### src/rtl/uart_rts_pkg.sv
package uart_rts_pkg;
  // bit positions of the modem control word decoded by neighbouring logic
  localparam int unsigned MCR_RTS_BIT  = 1;
  localparam int unsigned MCR_LOOP_BIT = 4;
  localparam int unsigned MCR_AFC_BIT  = 5;
  localparam int unsigned ALIAS_BIT    = 0;

  typedef struct packed {
    logic afc;
    logic loop;
    logic rts;
  } mcr_t;

  localparam mcr_t MCR_RST = '{afc: 1'b0, loop: 1'b0, rts: 1'b0};
endpackage

### src/rtl/uart_rts_regs.sv
module uart_rts_regs
  import uart_rts_pkg::*;
#(
  parameter int unsigned ADDR_W   = 8,
  parameter int unsigned DATA_W   = 32,
  parameter logic [ADDR_W-1:0] MCR_OFS   = 8'h10,
  parameter logic [ADDR_W-1:0] ALIAS_OFS = 8'h8C
) (
  input  logic              clk_i,
  input  logic              rst_ni,
  input  logic              we_i,
  input  logic [ADDR_W-1:0] addr_i,
  input  logic [DATA_W-1:0] wdata_i,
  output logic [DATA_W-1:0] rdata_o,
  output mcr_t              mcr_q_o,
  output mcr_t              mcr_d_o
);
  localparam int unsigned MIN_W = MCR_AFC_BIT + 1;

  mcr_t mcr_q, mcr_d;
  logic sel_mcr, sel_alias;

  assign sel_mcr   = (addr_i == MCR_OFS);
  assign sel_alias = (addr_i == ALIAS_OFS);

  always_comb begin
    mcr_d = mcr_q;
    if (we_i && sel_mcr) begin
      mcr_d.rts  = wdata_i[MCR_RTS_BIT];
      mcr_d.loop = wdata_i[MCR_LOOP_BIT];
      mcr_d.afc  = wdata_i[MCR_AFC_BIT];
    end else if (we_i && sel_alias) begin
      // alias touches only the shared RTS flop
      mcr_d.rts = wdata_i[ALIAS_BIT];
    end
  end

  always_ff @(posedge clk_i or negedge rst_ni) begin
    if (!rst_ni) mcr_q <= MCR_RST;
    else         mcr_q <= mcr_d;
  end

  always_comb begin
    rdata_o = '0;
    if (sel_mcr) begin
      rdata_o[MCR_RTS_BIT]  = mcr_q.rts;
      rdata_o[MCR_LOOP_BIT] = mcr_q.loop;
      rdata_o[MCR_AFC_BIT]  = mcr_q.afc;
    end else if (sel_alias) begin
      rdata_o[ALIAS_BIT] = mcr_q.rts;
    end
  end

  generate
    if (DATA_W < MIN_W) begin : g_bad_width
      initial $error("DATA_W too narrow for the modem control word");
    end
  endgenerate

  logic unused_wdata;
  assign unused_wdata = ^wdata_i;

  assign mcr_q_o = mcr_q;
  assign mcr_d_o = mcr_d;
endmodule

### src/rtl/uart_rts_flow.sv
module uart_rts_flow #(
  parameter int unsigned LVL_W = 5
) (
  input  logic             afc_i,
  input  logic             fifo_en_i,
  input  logic [LVL_W-1:0] level_i,
  input  logic [LVL_W-1:0] thresh_i,
  output logic             hold_o
);
  logic above;
  assign above  = (level_i > thresh_i);
  assign hold_o = afc_i && fifo_en_i && above;
endmodule

### src/rtl/uart_rts_drive.sv
module uart_rts_drive
  import uart_rts_pkg::*;
(
  input  logic clk_i,
  input  logic rst_ni,
  input  mcr_t mcr_d_i,
  input  mcr_t mcr_q_i,
  input  logic hold_i,
  output logic rts_no,
  output logic loop_cts_o
);
  logic rts_n_d, rts_n_q;

  // loopback parks the pad inactive; flow hold overrides software RTS
  assign rts_n_d = mcr_d_i.loop ? 1'b1 : !(mcr_d_i.rts && !hold_i);

  always_ff @(posedge clk_i or negedge rst_ni) begin
    if (!rst_ni) rts_n_q <= 1'b1;
    else         rts_n_q <= rts_n_d;
  end

  assign rts_no     = rts_n_q;
  assign loop_cts_o = mcr_q_i.loop && mcr_q_i.rts;
endmodule

### src/rtl/uart_rts_ctrl.sv
module uart_rts_ctrl
  import uart_rts_pkg::*;
#(
  parameter int unsigned ADDR_W = 8,
  parameter int unsigned DATA_W = 32,
  parameter int unsigned LVL_W  = 5,
  parameter logic [ADDR_W-1:0] MCR_OFS   = 8'h10,
  parameter logic [ADDR_W-1:0] ALIAS_OFS = 8'h8C
) (
  input  logic              clk_i,
  input  logic              rst_ni,
  input  logic              reg_we_i,
  input  logic [ADDR_W-1:0] reg_addr_i,
  input  logic [DATA_W-1:0] reg_wdata_i,
  output logic [DATA_W-1:0] reg_rdata_o,
  input  logic [LVL_W-1:0]  rx_level_i,
  input  logic [LVL_W-1:0]  rx_thresh_i,
  input  logic              fifo_en_i,
  output logic              rts_no,
  output logic              loop_cts_o
);
  mcr_t mcr_q, mcr_d;
  logic hold;
  logic rts_q, loop_q, afc_q;

  uart_rts_regs #(
    .ADDR_W(ADDR_W), .DATA_W(DATA_W),
    .MCR_OFS(MCR_OFS), .ALIAS_OFS(ALIAS_OFS)
  ) u_regs (
    .clk_i   (clk_i),
    .rst_ni  (rst_ni),
    .we_i    (reg_we_i),
    .addr_i  (reg_addr_i),
    .wdata_i (reg_wdata_i),
    .rdata_o (reg_rdata_o),
    .mcr_q_o (mcr_q),
    .mcr_d_o (mcr_d)
  );

  // hold is formed from next-state AFC so the pad and the register move together
  uart_rts_flow #(.LVL_W(LVL_W)) u_flow (
    .afc_i     (mcr_d.afc),
    .fifo_en_i (fifo_en_i),
    .level_i   (rx_level_i),
    .thresh_i  (rx_thresh_i),
    .hold_o    (hold)
  );

  uart_rts_drive u_drive (
    .clk_i      (clk_i),
    .rst_ni     (rst_ni),
    .mcr_d_i    (mcr_d),
    .mcr_q_i    (mcr_q),
    .hold_i     (hold),
    .rts_no     (rts_no),
    .loop_cts_o (loop_cts_o)
  );

  assign rts_q  = mcr_q.rts;
  assign loop_q = mcr_q.loop;
  assign afc_q  = mcr_q.afc;
endmodule

### config.mk
export PLATFORM = sky130hd
export DESIGN_NAME = uart_rts_ctrl
export DESIGN_NICKNAME = d
export VERILOG_FILES = /design/src/rtl/uart_rts_pkg.sv /design/src/rtl/uart_rts_regs.sv /design/src/rtl/uart_rts_flow.sv /design/src/rtl/uart_rts_drive.sv /design/src/rtl/uart_rts_ctrl.sv
export SDC_FILE = /design/constraint.sdc
export NUM_CORES = 1
export LEC_CHECK = 0
export BUFFER_PORTS_ARGS = -buffer_cell sky130_fd_sc_hd__buf_4
export CORE_UTILIZATION = 29
export CTS_CLUSTER_SIZE = 16
export DETAILED_ROUTE_END_ITERATION = 12
export HOLD_SLACK_MARGIN = 0.12
export PLACE_DENSITY = 0.82
export SLEW_MARGIN = 20
export SYNTH_ARGS = -nofsm -noshare
export SYNTH_HDL_FRONTEND = slang
export SYNTH_SLANG_ARGS = --single-unit
### constraint.sdc
create_clock -name clk_i -period 1.32 [get_ports clk_i]
set_input_delay 0.066 -clock clk_i [delete_from_list [all_inputs] [get_ports clk_i]]
set_output_delay 0.066 -clock clk_i [all_outputs]
set_load 0.02 [all_outputs]
Yosys cells after proc, flatten, opt, wreduce, memory -nomap -nowiden
Cells that the tools add are included.
W data, S select, Z words.
- word-level logic and storage cells: 23
- input bits: 54
- register bits after elaboration: 4
- eq/ne operators: 2
- multiplexer cells: 8
- $lt $le $gt $ge: 1
- reduce and logical (&&, ||, !) cells: 8
- operator list (operator ; count):
    $eq A8 B5 Y1 const B ; 1
    $eq A8 B8 Y1 const B ; 1
    $logic_and A1 B1 Y1 ; 6
    $mux W1 ; 6
    $gt A5 B5 Y1 ; 1
    $mux W2 ; 2
    $logic_not A1 Y1 ; 2

Depth between registers and ports, before layout
Gate-level depths: netlist of run 1.
- depth after elaboration: 9
- gate-level depth with buffers: 5
- mapped depth without buffers: 5

By module
Synthesis of run 1 repeated with hierarchy kept, for this count alone.
- cells, all modules: 66
- area total of the unflattened synthesis: 600.6 um2
- by module, submodules not included (module ; seq. area each (um2) ; area an instance (um2) ; instances ; cells an instance):
    uart_rts_regs ; 75.1 ; 432.9 ; 1 ; 45
    uart_rts_flow ; 0.0 ; 126.4 ; 1 ; 18
    uart_rts_drive ; 26.3 ; 41.3 ; 1 ; 3

Worst setup path after synthesis of run 1
OpenSTA, ideal clock, no wires.
- kind: input-to-reg
- start point: in reg_addr_i[5]
- end point: reg u_drive.rts_n_q, in the netlist u_drive.rts_no
- stages: 4
- path slack: 0.103 ns
- required time: 1.236 ns
- arrival time: 1.134 ns
- setup time: 0.084 ns
- cells stage by stage: nor4_4 > nand3_2 > mux2_4 > a311o_1
- RTL lines (element ; line ; text):
    start, declared ; uart_rts_ctrl.sv:13 ; input logic [ADDR_W-1:0] reg_addr_i,
    end signal, assigned ; uart_rts_drive.sv:19 ; else rts_n_q <= rts_n_d;
    end, declared ; uart_rts_drive.sv:12 ; logic rts_n_d, rts_n_q;

==> impl_metrics.ini, run 1 <==
[clock_network]
insertion_delay_ns = 0.24
cts_buffer_depth = 2
cts_made_buffers = 3
cts-root-buf = clkbuf_4
clk_pin_slew_worst_paths_ns = 0.04
cts_max_level = 1
cts.sinks = 4
cts_setup_buffers = 0
cts_tree = built

[floorplan]
start_util = 0.310
die_w_um = 47.8
rows = 16
ios = 88
dieArea_um2 = 2280
core_area_um2 = 1960
die-height_um = 47.8

[yosys]
synth_flop_cell = dfrtp_1
ys_types = 23
syn_area_um2 = 608
synth_top_family_by_area = buffers and inverters
ys_seq_area_frac = 0.167
synth_edf_count = 0
avgSynthCellArea_um2 = 9.21
synthArstFlopShare = 1.00
synth_compound_area_frac = 0.103
yosysWarnings = 0
synth_cells = 66
synth_seq_cells = 4
synth-xor-area-share = 0
synthMuxAreaShare = 0.0494
yosys.area_share.simple = 0.183
synthAdderAreaFrac = 0.103

[global_route]
track_usage = 0.115
antenna_found_initial = 0
overflow = 0
grt_pass1_vias = 430
grt_max_degree = 7
grt_pass1_wl_mm = 1.68

[setup_path]
cp-start-kind = input pin
worstPathMaxFanout = 3
setup.worst_path.class = input pin to flip-flop
slowest_delay_ns = 0.33
critical_path_required_ns = 1.47
worstPathCellList = buf_4 -> nor4b_4 -> nand3_2 -> mux2_4 -> a311o_1
cp.arrival_ns = 1.28
worstSetupEndpointType = flip-flop
crit_family = simple AND/OR/NAND/NOR gates
slowest_stage = nor4b_4
worst-path-buf-inv = 1

[timing]
skew_ns = 0.00845
timing.final.crit_share = 0.859
finalMaxSlewViolations = 0
hold_viol_final = 0
post-route-min-period_ns = 1.13
setup_viol = 0
fin_tns_setup_ns = 0
max_freq_ghz = 0.882
rsz0062_at_grt = false

[detailed_routing]
vias = 519
routed_via_density = 3.93
drt-initial-drc-count = 1
detail-route-antenna-nets = 0
drtPass1Iterations = 4
avgRoutedWirePerCell_um = 8.98
drcViolationCount = 0
wl_mm = 1.19

[power_and_ir_drop]
p_leak_uw = 0.000488
power.density_nw_per_um2 = 612
ir_worst_vdd_uv = 254
total_power_uw = 513

[job]
maxCapViolations = 0

[cells_and_area]
drive_gt1_frac = 0.448
syn2layout_area_growth_pct = 37.7
n_fill_cell = 218
multi_input_area_um2 = 372
antenna_cells = 0
finish.utilization = 0.427
regArea_um2 = 101
nNetsFinal = 165

[status]
status = completed

[placed_design]
hpwl_mm = 1.05
place_congestion = 0.663
io_buffers = 31

[hold_path]
min_path_type = input pin to flip-flop
## worst min-delay path, stage by stage
cell and delay (ns):
buf_4 0.09, a32oi_1 0.11, inv_1 0.06
## logic make-up (layout without fill, tap and decap cells)
group	count (synthesis)	after routing
muxes	2	2
and+or+nand+nor	11	11
DFF	4	4
AOI/OAI and AO/OA	8	8
adders and majority gates	5	5
buffers and inverters	35	47
other	1	28
## cells in the final DEF (no fill, tap or decap), types with 2 or more instances in the layout
master and count:
conb_1 28, ha_1 5, dlygate4sd3_1 3, and3_2 3, dfrtp_1 3, a21oi_1 2
clkbuf_4 3, mux2_4 2, inv_1 7, buf_4 33
## timing repair
item	CTS	global route
gates resized for setup	0	0
hold buffers	3	0
endpoints found under the hold margin	6	0
## report_power, final
group          leakage [µW]  switching (µW)  total [µW]  internal, µW
Sequential        0.0000517            4.65         138           134
Clock             0.0000150            49.5         163           113
Combinational      0.000421             124         212          87.4
Total              0.000488             178         513           334
## registers in the layout (all words and copies together), names as in the netlist
| register | flops |
|---|---|
| u_regs.mcr_q_o | 3 |
| u_drive.rts_no | 1 |
## stage by stage
step           hold slack, ns  setup slack, ns  area, µm²  std cells
2_1_floorplan          -0.230            0.103        709         93
3_3_place_gp           -0.140          -0.0327        781        125
3_5_place_dp           -0.135          -0.0569        781        125
4_1_cts                 0.130            0.187        837        132
5_1_grt                 0.148            0.130        837        132
6_report                0.126            0.187        837        132
## worst paths after layout
kind,start,end,slack [ns],cells after the start
hold reg to reg,u_regs.mcr_q_o[2],u_regs.mcr_q_o[2],0.51,1
min in group asynchronous,rst_ni,u_regs.mcr_q_o[1],0.17,2
setup reg to reg,u_regs.mcr_q_o[1],u_drive.rts_no,0.32,2
setup / recovery,reg_addr_i[7],u_drive.rts_no,0.19,5
max in group asynchronous,rst_ni,u_drive.rts_no,0.95,2
hold / removal,reg_we_i,u_regs.mcr_q_o[0],0.13,3
## routing by layer
layer | routed length (µm) | GRT usage
met1 | 383 | 0.0995
met2 | 622 | 0.216
met3 | 178 | 0.0491
met4 | 0 | 0.0667
met5 | 0 | 0
## synth_stat cells, types with 2 or more instances
library cell,n,area share
buf_4,28,0.35
inv_1,7,0.043
ha_1,5,0.10
and3_2,3,0.037
dfrtp_1,3,0.12
a21oi_1,2,0.016
mux2_4,2,0.049
## final cells by class
| type | instances | area share |
|---|---|---|
| timing repair buffer | 36 | 0.332 |
| inverter | 7 | 0.0314 |
| sequential | 4 | 0.121 |
| clock buffer | 4 | 0.0314 |
| multi-input combinational | 54 | 0.444 |
| tap | 27 | 0.0404 |
No activity file was read; power rests on OpenSTA's default activity.
==> run 2: changes to the inputs <==
--- a/config.mk
+++ b/config.mk
@@ -6,11 +6,13 @@
 export NUM_CORES = 1
 export LEC_CHECK = 0
 export BUFFER_PORTS_ARGS = -buffer_cell sky130_fd_sc_hd__buf_4
-export CORE_UTILIZATION = 29
+export CELL_PAD_IN_SITES_DETAIL_PLACEMENT = 1
+export CELL_PAD_IN_SITES_GLOBAL_PLACEMENT = 1
+export CORE_UTILIZATION = 18
 export CTS_CLUSTER_SIZE = 16
 export DETAILED_ROUTE_END_ITERATION = 12
 export HOLD_SLACK_MARGIN = 0.12
-export PLACE_DENSITY = 0.82
+export PLACE_DENSITY = 0.83
 export SLEW_MARGIN = 20
 export SYNTH_ARGS = -nofsm -noshare
 export SYNTH_HDL_FRONTEND = slang
==> run 2 against run 1 <==
Effect of this change: final cell count rose by 13%; die area rose by 58%; register-to-register slack barely moved; combinational power barely moved; clock-buffer cell count did not move; clock power barely moved; clock skew rose by 0.0026 ns; critical endpoint unchanged.
==> impl_metrics.ini, run 2 (synthesized netlist as in run 1, its figures left out) <==
[status]
status = completed

[timing]
finalMaxSlewViolations = 0
rsz0062_at_grt = false
hold_viol_final = 0
max_freq_ghz = 0.887
timing.final.crit_share = 0.854
setup_slack_ns = 0.193
post-route-min-period_ns = 1.13
skew_ns = 0.0111
setup_viol = 0

[global_route]
grt_pass1_wl_mm = 1.90
track_usage = 0.0742
grt_use_met3 = 0.00866
antenna_found_initial = 0
overflow = 0
use_met2 = 0.160
grt_busiest_layer = met2
use_met1 = 0.0581
grt_pass1_vias = 511
grt_max_degree = 7

[power_and_ir_drop]
p_leak_uw = 0.000488
power.density_nw_per_um2 = 603
p_comb_frac = 0.413
p_clk_frac = 0.319
sw_frac_of_total = 0.354
seq_power_share = 0.267
ir_worst_vdd_uv = 132
power_switching_uw = 184
intPower_uw = 334

[setup_path]
worstSetupEndpointType = flip-flop
cp.arrival_ns = 1.27
worstPathMaxFanout = 2
setup.worst_path.class = input pin to flip-flop
critical_path_required_ns = 1.47
rr_worst_depth = 2
cp-start-kind = input pin

[clock_network]
clk_pin_slew_worst_paths_ns = 0.04
cts.sinks = 4
cts_buffer_depth = 2
holdBufCountCts = 3
cts-root-buf = clkbuf_4
insertion_delay_ns = 0.24
cts_made_buffers = 3
cts_repair_resize_count = 0
cts_tree = built
cts_setup_buffers = 0
cts_max_level = 1

[floorplan]
start_util = 0.194
ios = 88
die_w_um = 60.1
core_area_um2 = 3130
dieArea_um2 = 3610
die-height_um = 60.1
rows = 20

[cells_and_area]
multi_input_area_um2 = 372
antenna_cells = 0
n_fill_cell = 397
nNetsFinal = 165
largest_reg_flops = 3
finish.utilization = 0.274
final_cell_mix = 33 x buf_4, 28 x conb_1, 7 x inv_1, 5 x ha_1
drive_gt1_frac = 0.448
syn2layout_area_growth_pct = 41.2
regArea_um2 = 101
final_common_cell = buf_4
stdcell_count = 149

[placed_design]
place_congestion = 0.650
dp_slack_ns = -0.0474
dp_cells = 142
hpwl_mm = 1.24
io_buffers = 31

[detailed_routing]
vias = 525
drt-initial-drc-count = 17
wl_mm = 1.41
drcViolationCount = 0
routed_via_density = 3.52
detail-route-antenna-nets = 0
avgRoutedWirePerCell_um = 9.48
drtPass1Iterations = 2

[job]
maxCapViolations = 0

[hold_path]
min_path_type = input pin to flip-flop
whs_path_depth = 3
[run 2: cell type report]
class,count,area share
inverters,7,0.0306
flip-flops and latches,4,0.118
clock buffers,4,0.0306
multi-input cells,54,0.433
well taps,44,0.0641
repair buffers,36,0.324
[run 2: final timing paths]
path                            slack, ns           endpoint              start
worst max-delay path                 0.19     u_drive.rts_no     reg_wdata_i[4]
worst min-delay path                 0.13  u_regs.mcr_q_o[0]           reg_we_i
worst max register to register       0.31     u_drive.rts_no  u_regs.mcr_q_o[1]
worst min register to register       0.53  u_regs.mcr_q_o[2]  u_regs.mcr_q_o[2]
max in group asynchronous            0.93     u_drive.rts_no             rst_ni
min in group asynchronous            0.18  u_regs.mcr_q_o[2]             rst_ni
[run 2: power by group through the flow]
stage	combinational (µW)	sequential [µW]	clock (µW)
5_1_grt	234	139	176
2_1_floorplan	179	142	0
6_report	214	138	165
3_5_place_dp	207	140	0
4_1_cts	214	139	173
3_3_place_gp	200	140	0
[run 2: layer usage]
metal | wire (µm) | vias up | share of wire
met5 | 0 | - | 0
met4 | 0 | 0 | 0
met3 | 141 | 0 | 0.10
met2 | 839 | 40 | 0.59
met1 | 432 | 237 | 0.31
li1 | - | 248 | -
[run 2: through the flow]
stage / hold slack, ns / setup TNS (ns) / cell area, µm² / total power (µW)
floorplan: -0.230 / 0 / 709 / 321
global placement: -0.138 / -0.0428 / 802 / 339
detailed placement: -0.138 / -0.0474 / 802 / 346
CTS: 0.121 / 0 / 858 / 526
global route: 0.158 / 0 / 858 / 548
finish: 0.131 / 0 / 858 / 518
[run 2: worst max-delay path, cell delays in order]
cell	delay, ns
dlygate4sd3_1	0.54
buf_4	0.13
mux2_4	0.27
a311o_1	0.27
